File: config.mk
export PLATFORM = sky130hd
export DESIGN_NAME = vaddr_region_decode
export DESIGN_NICKNAME = d
export VERILOG_FILES = /design/src/rtl/vrad_pkg.sv /design/src/rtl/vrad_area_classify.sv /design/src/rtl/vrad_xlate.sv /design/src/rtl/vaddr_region_decode.sv
export SDC_FILE = /design/constraint.sdc
export NUM_CORES = 1
export LEC_CHECK = 0
export ABC_AREA = 1
export ABC_CLOCK_PERIOD_IN_PS = 1200
export BUFFER_PORTS_ARGS = -buffer_cell sky130_fd_sc_hd__buf_2
export CORE_MARGIN = 1
export CORE_UTILIZATION = 38
export CTS_BUF_LIST = sky130_fd_sc_hd__clkbuf_16
export CTS_CLUSTER_SIZE = 12
export DETAILED_ROUTE_END_ITERATION = 7
export PLACE_DENSITY = 0.84
export SLEW_MARGIN = 20
export SYNTH_ARGS = -nofsm -noshare
export SYNTH_HDL_FRONTEND = slang
export SYNTH_SLANG_ARGS = --single-unit
File: constraint.sdc
create_clock -name clk -period 1.2 [get_ports clk]
set_clock_uncertainty 0.15 [all_clocks]
set_input_delay 0.12 -clock clk [delete_from_list [all_inputs] [get_ports clk]]
set_output_delay 0.12 -clock clk [all_outputs]
set_load 0.005 [all_outputs]
File: src/rtl/vrad_pkg.sv
package vrad_pkg;
  typedef enum logic [2:0] {
    AREA_LOW  = 3'd0,
    AREA_CDIR = 3'd1,
    AREA_UDIR = 3'd2,
    AREA_HIGH = 3'd3,
    AREA_IO   = 3'd4
  } area_e;

  typedef struct packed {
    logic valid;
    logic cacheable;
    logic wthrough;
    logic io_sel;
    logic addr_err;
    logic tlb_miss;
    logic cfg_viol;
  } attr_t;
endpackage

File: src/rtl/vrad_area_classify.sv
module vrad_area_classify
  import vrad_pkg::*;
#(
  parameter int VA_W = 32
) (
  input  logic [VA_W-1:0] vaddr,
  input  logic            user_mode,
  output area_e           area,
  output logic            priv_err
);
  localparam int TOP = VA_W - 1;

  logic [2:0] sel;
  assign sel = vaddr[TOP -: 3];

  // region select from the three top address bits
  always_comb begin
    unique casez (sel)
      3'b0??:  area = AREA_LOW;
      3'b100:  area = AREA_CDIR;
      3'b101:  area = AREA_UDIR;
      3'b110:  area = AREA_HIGH;
      default: area = AREA_IO;
    endcase
  end

  // user mode may only touch the lower half
  assign priv_err = user_mode & vaddr[TOP];
endmodule

File: src/rtl/vrad_xlate.sv
module vrad_xlate
  import vrad_pkg::*;
#(
  parameter int VA_W      = 32,
  parameter int OFS_SMALL = 10,
  parameter int OFS_LARGE = 12,
  parameter int CTRL_AREA = 1
) (
  input  logic                      req_valid,
  input  area_e                     area,
  input  logic                      priv_err,
  input  logic                      mmu_en,
  input  logic                      cache_en,
  input  logic                      wt_sel,
  input  logic                      cb_sel,
  input  logic [VA_W-1:0]           vaddr,
  input  logic                      tlb_hit,
  input  logic [VA_W-OFS_SMALL-1:0] tlb_ppn,
  input  logic                      tlb_size4k,
  input  logic                      tlb_cbit,
  output logic                      tlb_req,
  output logic [VA_W-1:0]           paddr,
  output attr_t                     attr
);
  localparam int PPN_W    = VA_W - OFS_SMALL;
  localparam int DROP     = OFS_LARGE - OFS_SMALL;
  localparam int PAREA_LSB = VA_W - 6;

  logic [VA_W-1:0] seg_clear;
  logic [VA_W-1:0] page_pa;
  logic            translated;
  logic            in_ctrl;

  assign seg_clear  = {3'b000, vaddr[VA_W-4:0]};
  assign translated = ((area == AREA_LOW) || (area == AREA_HIGH)) && mmu_en;
  assign tlb_req    = req_valid && !priv_err && translated;

  // page size picks how many offset bits come from the virtual address
  assign page_pa = tlb_size4k ? {tlb_ppn[PPN_W-1:DROP], vaddr[OFS_LARGE-1:0]}
                              : {tlb_ppn, vaddr[OFS_SMALL-1:0]};
  assign in_ctrl = (page_pa[PAREA_LSB+2:PAREA_LSB] == 3'(CTRL_AREA));

  always_comb begin
    attr  = '0;
    paddr = '0;
    if (req_valid) begin
      if (priv_err) begin
        attr.addr_err = 1'b1;
      end else begin
        unique case (area)
          AREA_LOW, AREA_HIGH: begin
            if (mmu_en) begin
              if (!tlb_hit) begin
                attr.tlb_miss = 1'b1;
              end else begin
                attr.valid = 1'b1;
                paddr      = page_pa;
                if (tlb_cbit && in_ctrl) attr.cfg_viol  = 1'b1;
                else                     attr.cacheable = cache_en & tlb_cbit;
              end
            end else begin
              attr.valid     = 1'b1;
              paddr          = seg_clear;
              attr.cacheable = cache_en;
            end
            attr.wthrough = attr.cacheable & wt_sel;
          end
          AREA_CDIR: begin
            attr.valid     = 1'b1;
            paddr          = seg_clear;
            attr.cacheable = cache_en;
            attr.wthrough  = cache_en & ~cb_sel;
          end
          AREA_UDIR: begin
            attr.valid = 1'b1;
            paddr      = seg_clear;
          end
          default: begin
            attr.valid  = 1'b1;
            attr.io_sel = 1'b1;
            paddr       = vaddr;
          end
        endcase
      end
    end
  end
endmodule

File: src/rtl/vaddr_region_decode.sv
module vaddr_region_decode
  import vrad_pkg::*;
#(
  parameter int VA_W      = 32,
  parameter int OFS_SMALL = 10,
  parameter int OFS_LARGE = 12,
  parameter int CTRL_AREA = 1
) (
  input  logic                      clk,
  input  logic                      rst,
  input  logic                      req_valid,
  input  logic [VA_W-1:0]           req_vaddr,
  input  logic                      user_mode,
  input  logic                      mmu_en,
  input  logic                      cache_en,
  input  logic                      wt_sel,
  input  logic                      cb_sel,
  output logic                      tlb_req,
  output logic [VA_W-1:0]           tlb_vaddr,
  input  logic                      tlb_hit,
  input  logic [VA_W-OFS_SMALL-1:0] tlb_ppn,
  input  logic                      tlb_size4k,
  input  logic                      tlb_cbit,
  output logic                      out_valid,
  output logic [VA_W-1:0]           out_paddr,
  output logic                      out_cacheable,
  output logic                      out_wthrough,
  output logic                      out_io_sel,
  output logic                      out_addr_err,
  output logic                      out_tlb_miss,
  output logic                      out_cfg_viol
);
  area_e           area;
  logic            priv_err;
  logic [VA_W-1:0] paddr_d;
  attr_t           attr_d;
  attr_t           attr_q;

  vrad_area_classify #(.VA_W(VA_W)) u_cls (
    .vaddr     (req_vaddr),
    .user_mode (user_mode),
    .area      (area),
    .priv_err  (priv_err)
  );

  vrad_xlate #(
    .VA_W(VA_W), .OFS_SMALL(OFS_SMALL), .OFS_LARGE(OFS_LARGE), .CTRL_AREA(CTRL_AREA)
  ) u_xl (
    .req_valid  (req_valid),
    .area       (area),
    .priv_err   (priv_err),
    .mmu_en     (mmu_en),
    .cache_en   (cache_en),
    .wt_sel     (wt_sel),
    .cb_sel     (cb_sel),
    .vaddr      (req_vaddr),
    .tlb_hit    (tlb_hit),
    .tlb_ppn    (tlb_ppn),
    .tlb_size4k (tlb_size4k),
    .tlb_cbit   (tlb_cbit),
    .tlb_req    (tlb_req),
    .paddr      (paddr_d),
    .attr       (attr_d)
  );

  assign tlb_vaddr = req_vaddr;

  // single registered output stage
  always_ff @(posedge clk) begin
    if (rst) begin
      attr_q    <= '0;
      out_paddr <= '0;
    end else begin
      attr_q    <= attr_d;
      out_paddr <= paddr_d;
    end
  end

  assign out_valid     = attr_q.valid;
  assign out_cacheable = attr_q.cacheable;
  assign out_wthrough  = attr_q.wthrough;
  assign out_io_sel    = attr_q.io_sel;
  assign out_addr_err  = attr_q.addr_err;
  assign out_tlb_miss  = attr_q.tlb_miss;
  assign out_cfg_viol  = attr_q.cfg_viol;

  a_r8_no_lookup_on_err: assert property (@(posedge clk) disable iff (rst)
    (req_valid && user_mode && req_vaddr[VA_W-1]) |-> !tlb_req);

  a_r6_udir_no_lookup: assert property (@(posedge clk) disable iff (rst)
    (req_valid && req_vaddr[VA_W-1 -: 3] == 3'b101) |-> !tlb_req);

  a_r9_miss_invalid: assert property (@(posedge clk) disable iff (rst)
    out_tlb_miss |-> !out_valid);

  a_r7_io_uncached: assert property (@(posedge clk) disable iff (rst)
    out_io_sel |-> (out_valid && !out_cacheable));

  a_r10_viol_uncached: assert property (@(posedge clk) disable iff (rst)
    out_cfg_viol |-> (out_valid && !out_cacheable));

  a_r4_wt_needs_cache: assert property (@(posedge clk) disable iff (rst)
    out_wthrough |-> out_cacheable);

  a_r11_idle_clears: assert property (@(posedge clk) disable iff (rst)
    !req_valid |=> (!out_valid && !out_addr_err && !out_tlb_miss));
endmodule

; ---- Word-level counts from Yosys, hierarchy flattened
; Index checks and enable logic that the tools add are counted.
; Widths: inputs -> output; s select.
[classes]
muxes = 17
n_bitwise = 10
eq_ne = 7
n_addsub = 0
mul = 0
magnitude_cmp = 0
shifts = 0
n_div = 0
reduce_logical = 14
[ops]
columns = operator, count
row1 = $mux 32, 2
row2 = $pmux 32 s2, 1
row3 = $mux 12, 1
row4 = $pmux 3 s4, 1
row5 = $mux 2, 5
row6 = $eq 3x3->1 const B, 3
row7 = $eq 3x1->1 const B, 2
row8 = $eq 3x2->1 const B, 2
row9 = $mux 1, 6
row10 = $not 1->1, 6
row11 = $reduce_or 2->1, 3
row12 = $reduce_or 6->1, 1
row13 = $reduce_or 5->1, 1
row14 = $and 1x1->1, 4
row15 = $logic_and 1x1->1, 4
row16 = $pmux 2 s2, 1
row17 = $reduce_or 4->1, 1
row18 = $logic_not 3->1, 1
row19 = $reduce_or 3->1, 1
row20 = $logic_not 1->1, 1
row21 = $logic_or 1x1->1, 1
[word_totals]
romBits = 0
mem_bits_rw = 0
out_inout_bits = 72
regBits = 39
latch_bits = 0
n_memories = 0

; ---- Depth between registers and ports, before layout
; Gate-level depths: netlist of run 1.
[depth]
ltp_word = 10
depth_mapped = 9
mapped_depth_nobuf = 8

; ---- Modules after synthesis
; A second synthesis of run 1 with hierarchy kept.
[hier_totals]
hier_cells = 319
hier_area_um2 = 2102.0
[by_module_without_submodules]
columns = mod, cells_per_inst, seq_area_each_um2, area_per_inst_um2, instances
row1 = vaddr_region_decode, 153, 780.7, 1346.3, 1
row2 = vrad_xlate, 157, 0.0, 719.4, 1
row3 = vrad_area_classify, 9, 0.0, 36.3, 1

; ---- Least setup slack after synthesis of run 1
; Ideal clock, no wire load.
[synth_path]
kind = input port to flip-flop
start = input req_vaddr[30]
end = register out_paddr[12]
setup_time_ps = 58
arrival_ps = 826
path_buffers = 1
slack_ps = 166
cell_stages = 9
cell_sequence = inv_1 > nand2_1 > nand2_2 > nor2_4 > nand2_4 > nor2_8 > buf_8 > nand2_1 > nand2_1
[synth_between]
elab_chain_len = 5
elab_cells_between_ends = 11
cone_classes = 6 x eq/ne / 2 x mux / 3 x reduce/logical
[synth_lines]
columns = item, line
row1 = "start, declared", vaddr_region_decode.sv:12  ; input logic [VA_W-1:0] req_vaddr,
row2 = $eq 3x3->1, vrad_area_classify.sv:18  ; unique casez (sel)
row3 = $pmux 3 s4 (*), vrad_area_classify.sv:18
row4 = "$eq 3x2->1, or another cell as far along", vrad_xlate.sv:50  ; unique case (area)
row5 = $reduce_or 2->1 (no line), --
row6 = $pmux 32 s2 (*), vrad_xlate.sv:50
row7 = "end signal, assigned", vaddr_region_decode.sv:75  ; out_paddr <= paddr_d;
row8 = "end, declared", vaddr_region_decode.sv:25  ; output logic [VA_W-1:0] out_paddr,
; Mark *: on every way between the ends. The rest lies on a longest branch, timed or not.
; A chain may end at the register's enable or synchronous reset.

; ---- Worst setup path in the final report of run 1
[layout_path]
start = input req_vaddr[13]
end = output tlb_vaddr[13]
[layout_rtl]
columns = item, line
row1 = "end, declared", vaddr_region_decode.sv:19  ; output logic [VA_W-1:0] tlb_vaddr,
; No word-level cell between the ends.

==> impl_metrics.toml, run 1 <==
[status]
run_status = "finished clean"

[floorplan]
ios = 137
num_rows = 23
core_area_mm2 = 0.00406
initial_core_util_pct = 40.0
die_w_um = 67.4
die_h_um = 67.4
die_area_mm2 = 0.00454

[sta]
timing.final.hold_violations = 0
fin_hold_ws_ns = 0.00951
tns_ns = 0
max_slew_margin_pct = 81.6
worst_pin_slew_ns = 0.276
period_share_pct = 99.5
setup_viol = 0
fmax_mhz = 837
min_period_ns = 1.19
slew_viol_final = 0

[logic_synthesis]
ys_types = 18
synth_top_area_share_pct = 48.1
yosys-top-cells-area = "dfxtp_1, buf_4, nand2_1"
synth_xor_area_share_pct = 0
yosysWarnings = 0
avgSynthCellArea_um2 = 7.96
synth_nets = 269
syn_inst = 204
synth_mux_area_share_pct = 0
post-synth-top-area-cell = "dfxtp_1"
synth_compound_area_share_pct = 2.77
seq_area_frac_synth_pct = 48.1
synth_seq_cells = 39
yosys.area_share.adder_pct = 0
syn_area_mm2 = 0.00162
synth_top_family_by_area = "simple AND/OR/NAND/NOR gates"
synthSimpleGateAreaFrac_pct = 27.6

[critical_path]
critical_path.endpoint_type = "output port"
worstPathArrival_ns = 0.92
worst-path-stages = 3
startpoint = "req_vaddr[13]"
startpoint_type = "primary input"
cp_top_family = "buffers and inverters"
critPathSlowestCell = "dlygate4sd3_1"
crit_path_max_incr_delay_ns = 0.55
critical_path_class = "in2out"
worstPathCellList = "dlygate4sd3_1, buf_2, buf_2"
cp_num_buf_inv = 3
crit_required_ns = 0.93
critPathMaxFanout = 2
critical_path.most_common_cell = "buf_2"

[final_layout]
fin_nets = 431
drive_gt1_share_pct = 42.8
stdcell_count = 417
syn2layout_area_growth_pct = 79.6
insertedDiodeCount = 0
final_area_mm2 = 0.00292

[cts]
cts_buffer_depth = 2
cts_root_buffer = "clkbuf_16"
cts_tree = "done"
htree_num_levels = 2
clk_pin_slew_worst_paths_ns = 0.06
cts_sinks = 39
cts_buffers = 5

[grt]
grt_max_degree = 19
antenna_found_initial = 0
grt_pass1_vias = 1812
grt-ovfl-total = 0
grt_pass1_wl_mm = 7.87
gr-usage-all-layers_pct = 24.2

[drt]
wirelength_mm = 5.28
wl_per_cell_um = 12.6
drt_iter0_markers = 66
vias_per_cell = 4.48
vias = 1867
post-route-drc-count = 0
drtAntennaViolNets = 0
dr.pass1.iters = 4

[power_and_ir_drop]
worst_ir_drop_vdd_v = 0.000867
sw_frac_of_total_pct = 21.1
switching_power_mw = 0.763
powerDensity_mw_per_mm2 = 1240
combPwrFrac_pct = 15.5
p_leak_nw = 1.64
power_mw = 3.62
seqPwrFrac_pct = 37.4
pwr-share-clk_pct = 47.2
internal-power_mw = 2.85

[placement]
place_area_mm2 = 0.00217
placed_cells = 360
hpwl_mm = 3.14
io_buffers = 136
routabilityCongestion = 0.706

[hold_path]
holdCritPathClass = "in2reg"
hold_depth = 4
hp-start = "mmu_en"

[job]
drv_cap = 0
## cell families after synthesis
family                 Yosys count
buffers and inverters           57
AO/OA/AOI/OAI                    9
AND/OR/NAND/NOR                 99
flip-flops                      39
## state kept, by name, indices dropped and copies added, names as in the netlist
| name | count |
|---|---|
| out_tlb_miss | 1 |
| out_paddr | 32 |
| out_io_sel | 1 |
| out_valid | 1 |
| out_addr_err | 1 |
| out_wthrough | 1 |
| out_cfg_viol | 1 |
| out_cacheable | 1 |
## layout make-up
cell class | instances | area, um^2
tap | 50 | 62.6
fill | 301 | 1140
clock inverter | 3 | 67.6
clock buffer | 5 | 125
timing repair buffer | 192 | 1300
inverter | 20 | 80.1
multi-input combinational | 108 | 504
sequential | 39 | 781
## stage by stage
stage	setup slack, ns	util [%]
2_1_floorplan	0.166	-
3_3_place_gp	-0.0235	53.5
3_5_place_dp	-0.0590	53.5
4_1_cts	0.00454	72.1
5_1_grt	-0.0109	71.9
6_report	0.00550	71.9
## cell usage after synthesis
cell type  count
nand2_1       47
dfxtp_1       39
buf_4         32
nor2_1        21
nand3_1       20
inv_1         18
a21oi_1        6
buf_2          4
nand2_2        3
nor3_1         3
o21ai_0        3
inv_2          2
buf_8          1
nand2_4        1
nand3_2        1
nor2_4         1
nor2_8         1
or2_2          1
## layer usage
layer | GRT usage [%] | routed length, um | up-vias
met1 | 20.3 | 1760 | 832
met5 | 0 | 0 | -
met2 | 48.1 | 3020 | 96
li1 | - | - | 918
met4 | 15.4 | 204 | 0
met3 | 7.26 | 294 | 21
## worst min-delay path, delay by kind of cell
family	cells	cell delay, ns
AND/OR/NAND/NOR	2	0.12
buffers and inverters	1	0.09
AO/OA/AOI/OAI	1	0.06
## final timing paths
kind / end / slack [ns]
worst max-delay path: tlb_vaddr[13] / 0.005
worst min-delay path: out_cacheable / 0.01
## power groups by stage
stage	registers (mW)	logic [mW]	clock network, mW
global route	1.36	0.614	1.79
CTS	1.35	0.549	1.74
floorplan	1.39	0.205	0
global placement	1.38	0.396	0
detailed placement	1.38	0.404	0
finish	1.35	0.559	1.70
## layout by cell type, fill, tap and decap left out
master | Yosys | layout
o21ai_0 | 3 | 3
dfxtp_1 | 39 | 39
buf_12 | 0 | 2
nand2_1 | 47 | 47
nor2_4 | 1 | 1
nand2_2 | 3 | 3
nor2_2 | 0 | 2
nand2_4 | 1 | 1
clkinvlp_4 | 0 | 1
nand3_1 | 20 | 20
buf_4 | 32 | 9
dlygate4sd3_1 | 0 | 55
or2_4 | 0 | 1
inv_2 | 2 | 1
a21oi_2 | 0 | 1
nor2_1 | 21 | 19
dlymetal6s4s_1 | 0 | 1
clkinv_4 | 0 | 1
bufinv_16 | 0 | 2
a21oi_1 | 6 | 5
clkbuf_16 | 0 | 5
inv_1 | 18 | 18
nor3_1 | 3 | 3
nand3_2 | 1 | 1
buf_2 | 4 | 125
nor2_8 | 1 | 1
## repair_timing
item	in CTS	in global routing
buffers inserted	0	3
resized for setup	1	8
endpoints found under the setup margin	1	11
endpoints found under the hold margin	36	0
pin swaps	0	5
hold buffers	56	0
Power figures use the tool's default switching activity.
==> run 2, diff against run 1 <==
Settings changed: BUFFER_PORTS_ARGS -buffer_cell sky130_fd_sc_hd__buf_2 to not set, CORE_MARGIN 1 to 5, CORE_UTILIZATION 38 to 55, DONT_BUFFER_PORTS set to 1, PLACE_DENSITY 0.84 to 0.74.
==> run 2 against run 1 <==
Net effect: the run now ends with negative hold slack left; combinational power shrank 34%; first-iteration DRC count grew 15%; hold slack lost 0.017 ns; clock-buffer cell count is the same; final area shrank 19%; sequential power is essentially flat.
==> impl_metrics.toml, run 2 (synthesized netlist as in run 1, its figures left out) <==
[drt]
vias_per_cell = 5.32
dr.pass1.iters = 4
wl_per_cell_um = 17.4
vias = 1495
drt_iter0_markers = 76
wirelength_mm = 4.88
post-route-drc-count = 0
drtAntennaViolNets = 0

[critical_path]
critical_path_class = "in2reg"
worstPathArrival_ns = 1.23
cp_top_family = "buffers and inverters"
crit_required_ns = 1.26
critPathSlowestCell = "dlygate4sd3_1"
cp_num_buf_inv = 1
critPathMaxFanout = 4
critical_path.endpoint_type = "flop"
worstPathCellList = "dlygate4sd3_1, nor2_1, nand3_1, or2_4, a21oi_2"
crit_path_max_incr_delay_ns = 0.54
startpoint_type = "primary input"

[grt]
grt-ovfl-total = 0
use_met2_pct = 41.1
antenna_found_initial = 0
gr-max-usage-layer = "met2"
grtUsageMet1_pct = 21.4
grt_use_met3_pct = 9.11
grt_pass1_wl_mm = 7.01
grt_max_degree = 19
grt_pass1_vias = 1482
gr-usage-all-layers_pct = 22.0

[final_layout]
syn2layout_area_growth_pct = 44.8
mostFrequentLayoutCells = "dlygate4sd3_1, nand2_1, dfxtp_1"
largest-register = "out_paddr"
fin_util_pct = 83.9
fin_nets = 314
final_area_mm2 = 0.00235
final_common_cell = "dlygate4sd3_1"
largest_reg_flops = 32
drive_gt1_share_pct = 13.2
insertedDiodeCount = 0

[job]
drv_cap = 0

[sta]
worst_slack_ns = 0.0303
period_share_pct = 97.5
fin_hold_ws_ns = -0.00716
min_period_ns = 1.17
fmax_mhz = 855
max_slew_margin_pct = 79.4
setup_viol = 0
slew_viol_final = 0
worst_pin_slew_ns = 0.309
timing.final.hold_violations = 2

[placement]
dp_slack_ns = 0.0514
routabilityCongestion = 0.742
place_area_mm2 = 0.00144
hpwl_mm = 2.79
io_buffers = 0

[status]
run_status = "finished with violations"
violations = "negative hold slack"

[floorplan]
die_area_mm2 = 0.00414
die_w_um = 64.3
core_area_mm2 = 0.00281
initial_core_util_pct = 57.9
die_h_um = 64.3
num_rows = 19
ios = 137

[cts]
cts_sinks = 39
clk_pin_slew_worst_paths_ns = 0.06
cts_buffers = 5
cts_root_buffer = "clkbuf_16"
htree_num_levels = 2
cts_tree = "done"
cts_buffer_depth = 2

[power_and_ir_drop]
worst_ir_drop_vdd_v = 0.000853
powerDensity_mw_per_mm2 = 1350
p_leak_nw = 1.11

[hold_path]
holdCritPathClass = "in2reg"
hold_depth = 4
worst_hold_path.endpoint = "out_paddr[14]"
hp-start = "mmu_en"
-- run 2: worst max path at each step --
stage	startpoint	endpoint	slack, ns	cells after the start
after floorplan	req_vaddr[30]	out_paddr[12]	0.17	9
after global placement	req_vaddr[30]	out_paddr[29]	0.12	8
after detailed placement	req_vaddr[30]	out_paddr[27]	0.05	8
after CTS	tlb_hit	out_paddr[27]	0.01	5
after global routing	req_vaddr[29]	out_wthrough	-0.03	5
final	req_vaddr[29]	out_wthrough	0.03	5
-- run 2: power breakdown --
| group | switching [mW] | leakage (nW) | internal [mW] | total, mW |
|---|---|---|---|---|
| Clock | 0.468 | 0.0812 | 0.968 | 1.44 |
| Combinational | 0.157 | 0.715 | 0.213 | 0.370 |
| Sequential | 0.0267 | 0.318 | 1.34 | 1.37 |
-- run 2: repair_timing --
action,4_1_cts,5_1_grt
buffers inserted,0,1
endpoints found under the hold margin,38,2
endpoints found under the setup margin,0,33
hold buffers,65,2
resized for setup,0,11
-- run 2: area by class of cell --
type,count,area (um^2)
clock inverters,3,38.8
well taps,31,38.8
inverters,20,78.8
fillers,153,453
flip-flops and latches,39,781
clock buffers,5,125
repair buffers,73,748
multi-input cells,110,542
-- run 2: routing by layer --
layer  up-vias  wire length, um
li1        686                -
met1       699             1730
met2        92             2530
met4         0              137
met3        18              482
met5         -                0
-- run 2: metrics by stage --
stage | instances | TNS [ns] | power [mW]
2_1_floorplan | 204 | 0 | 1.59
3_3_place_gp | 203 | 0 | 1.54
3_5_place_dp | 203 | 0 | 1.55
4_1_cts | 276 | 0 | 3.14
5_1_grt | 281 | -0.0438 | 3.31
6_report | 281 | 0 | 3.17
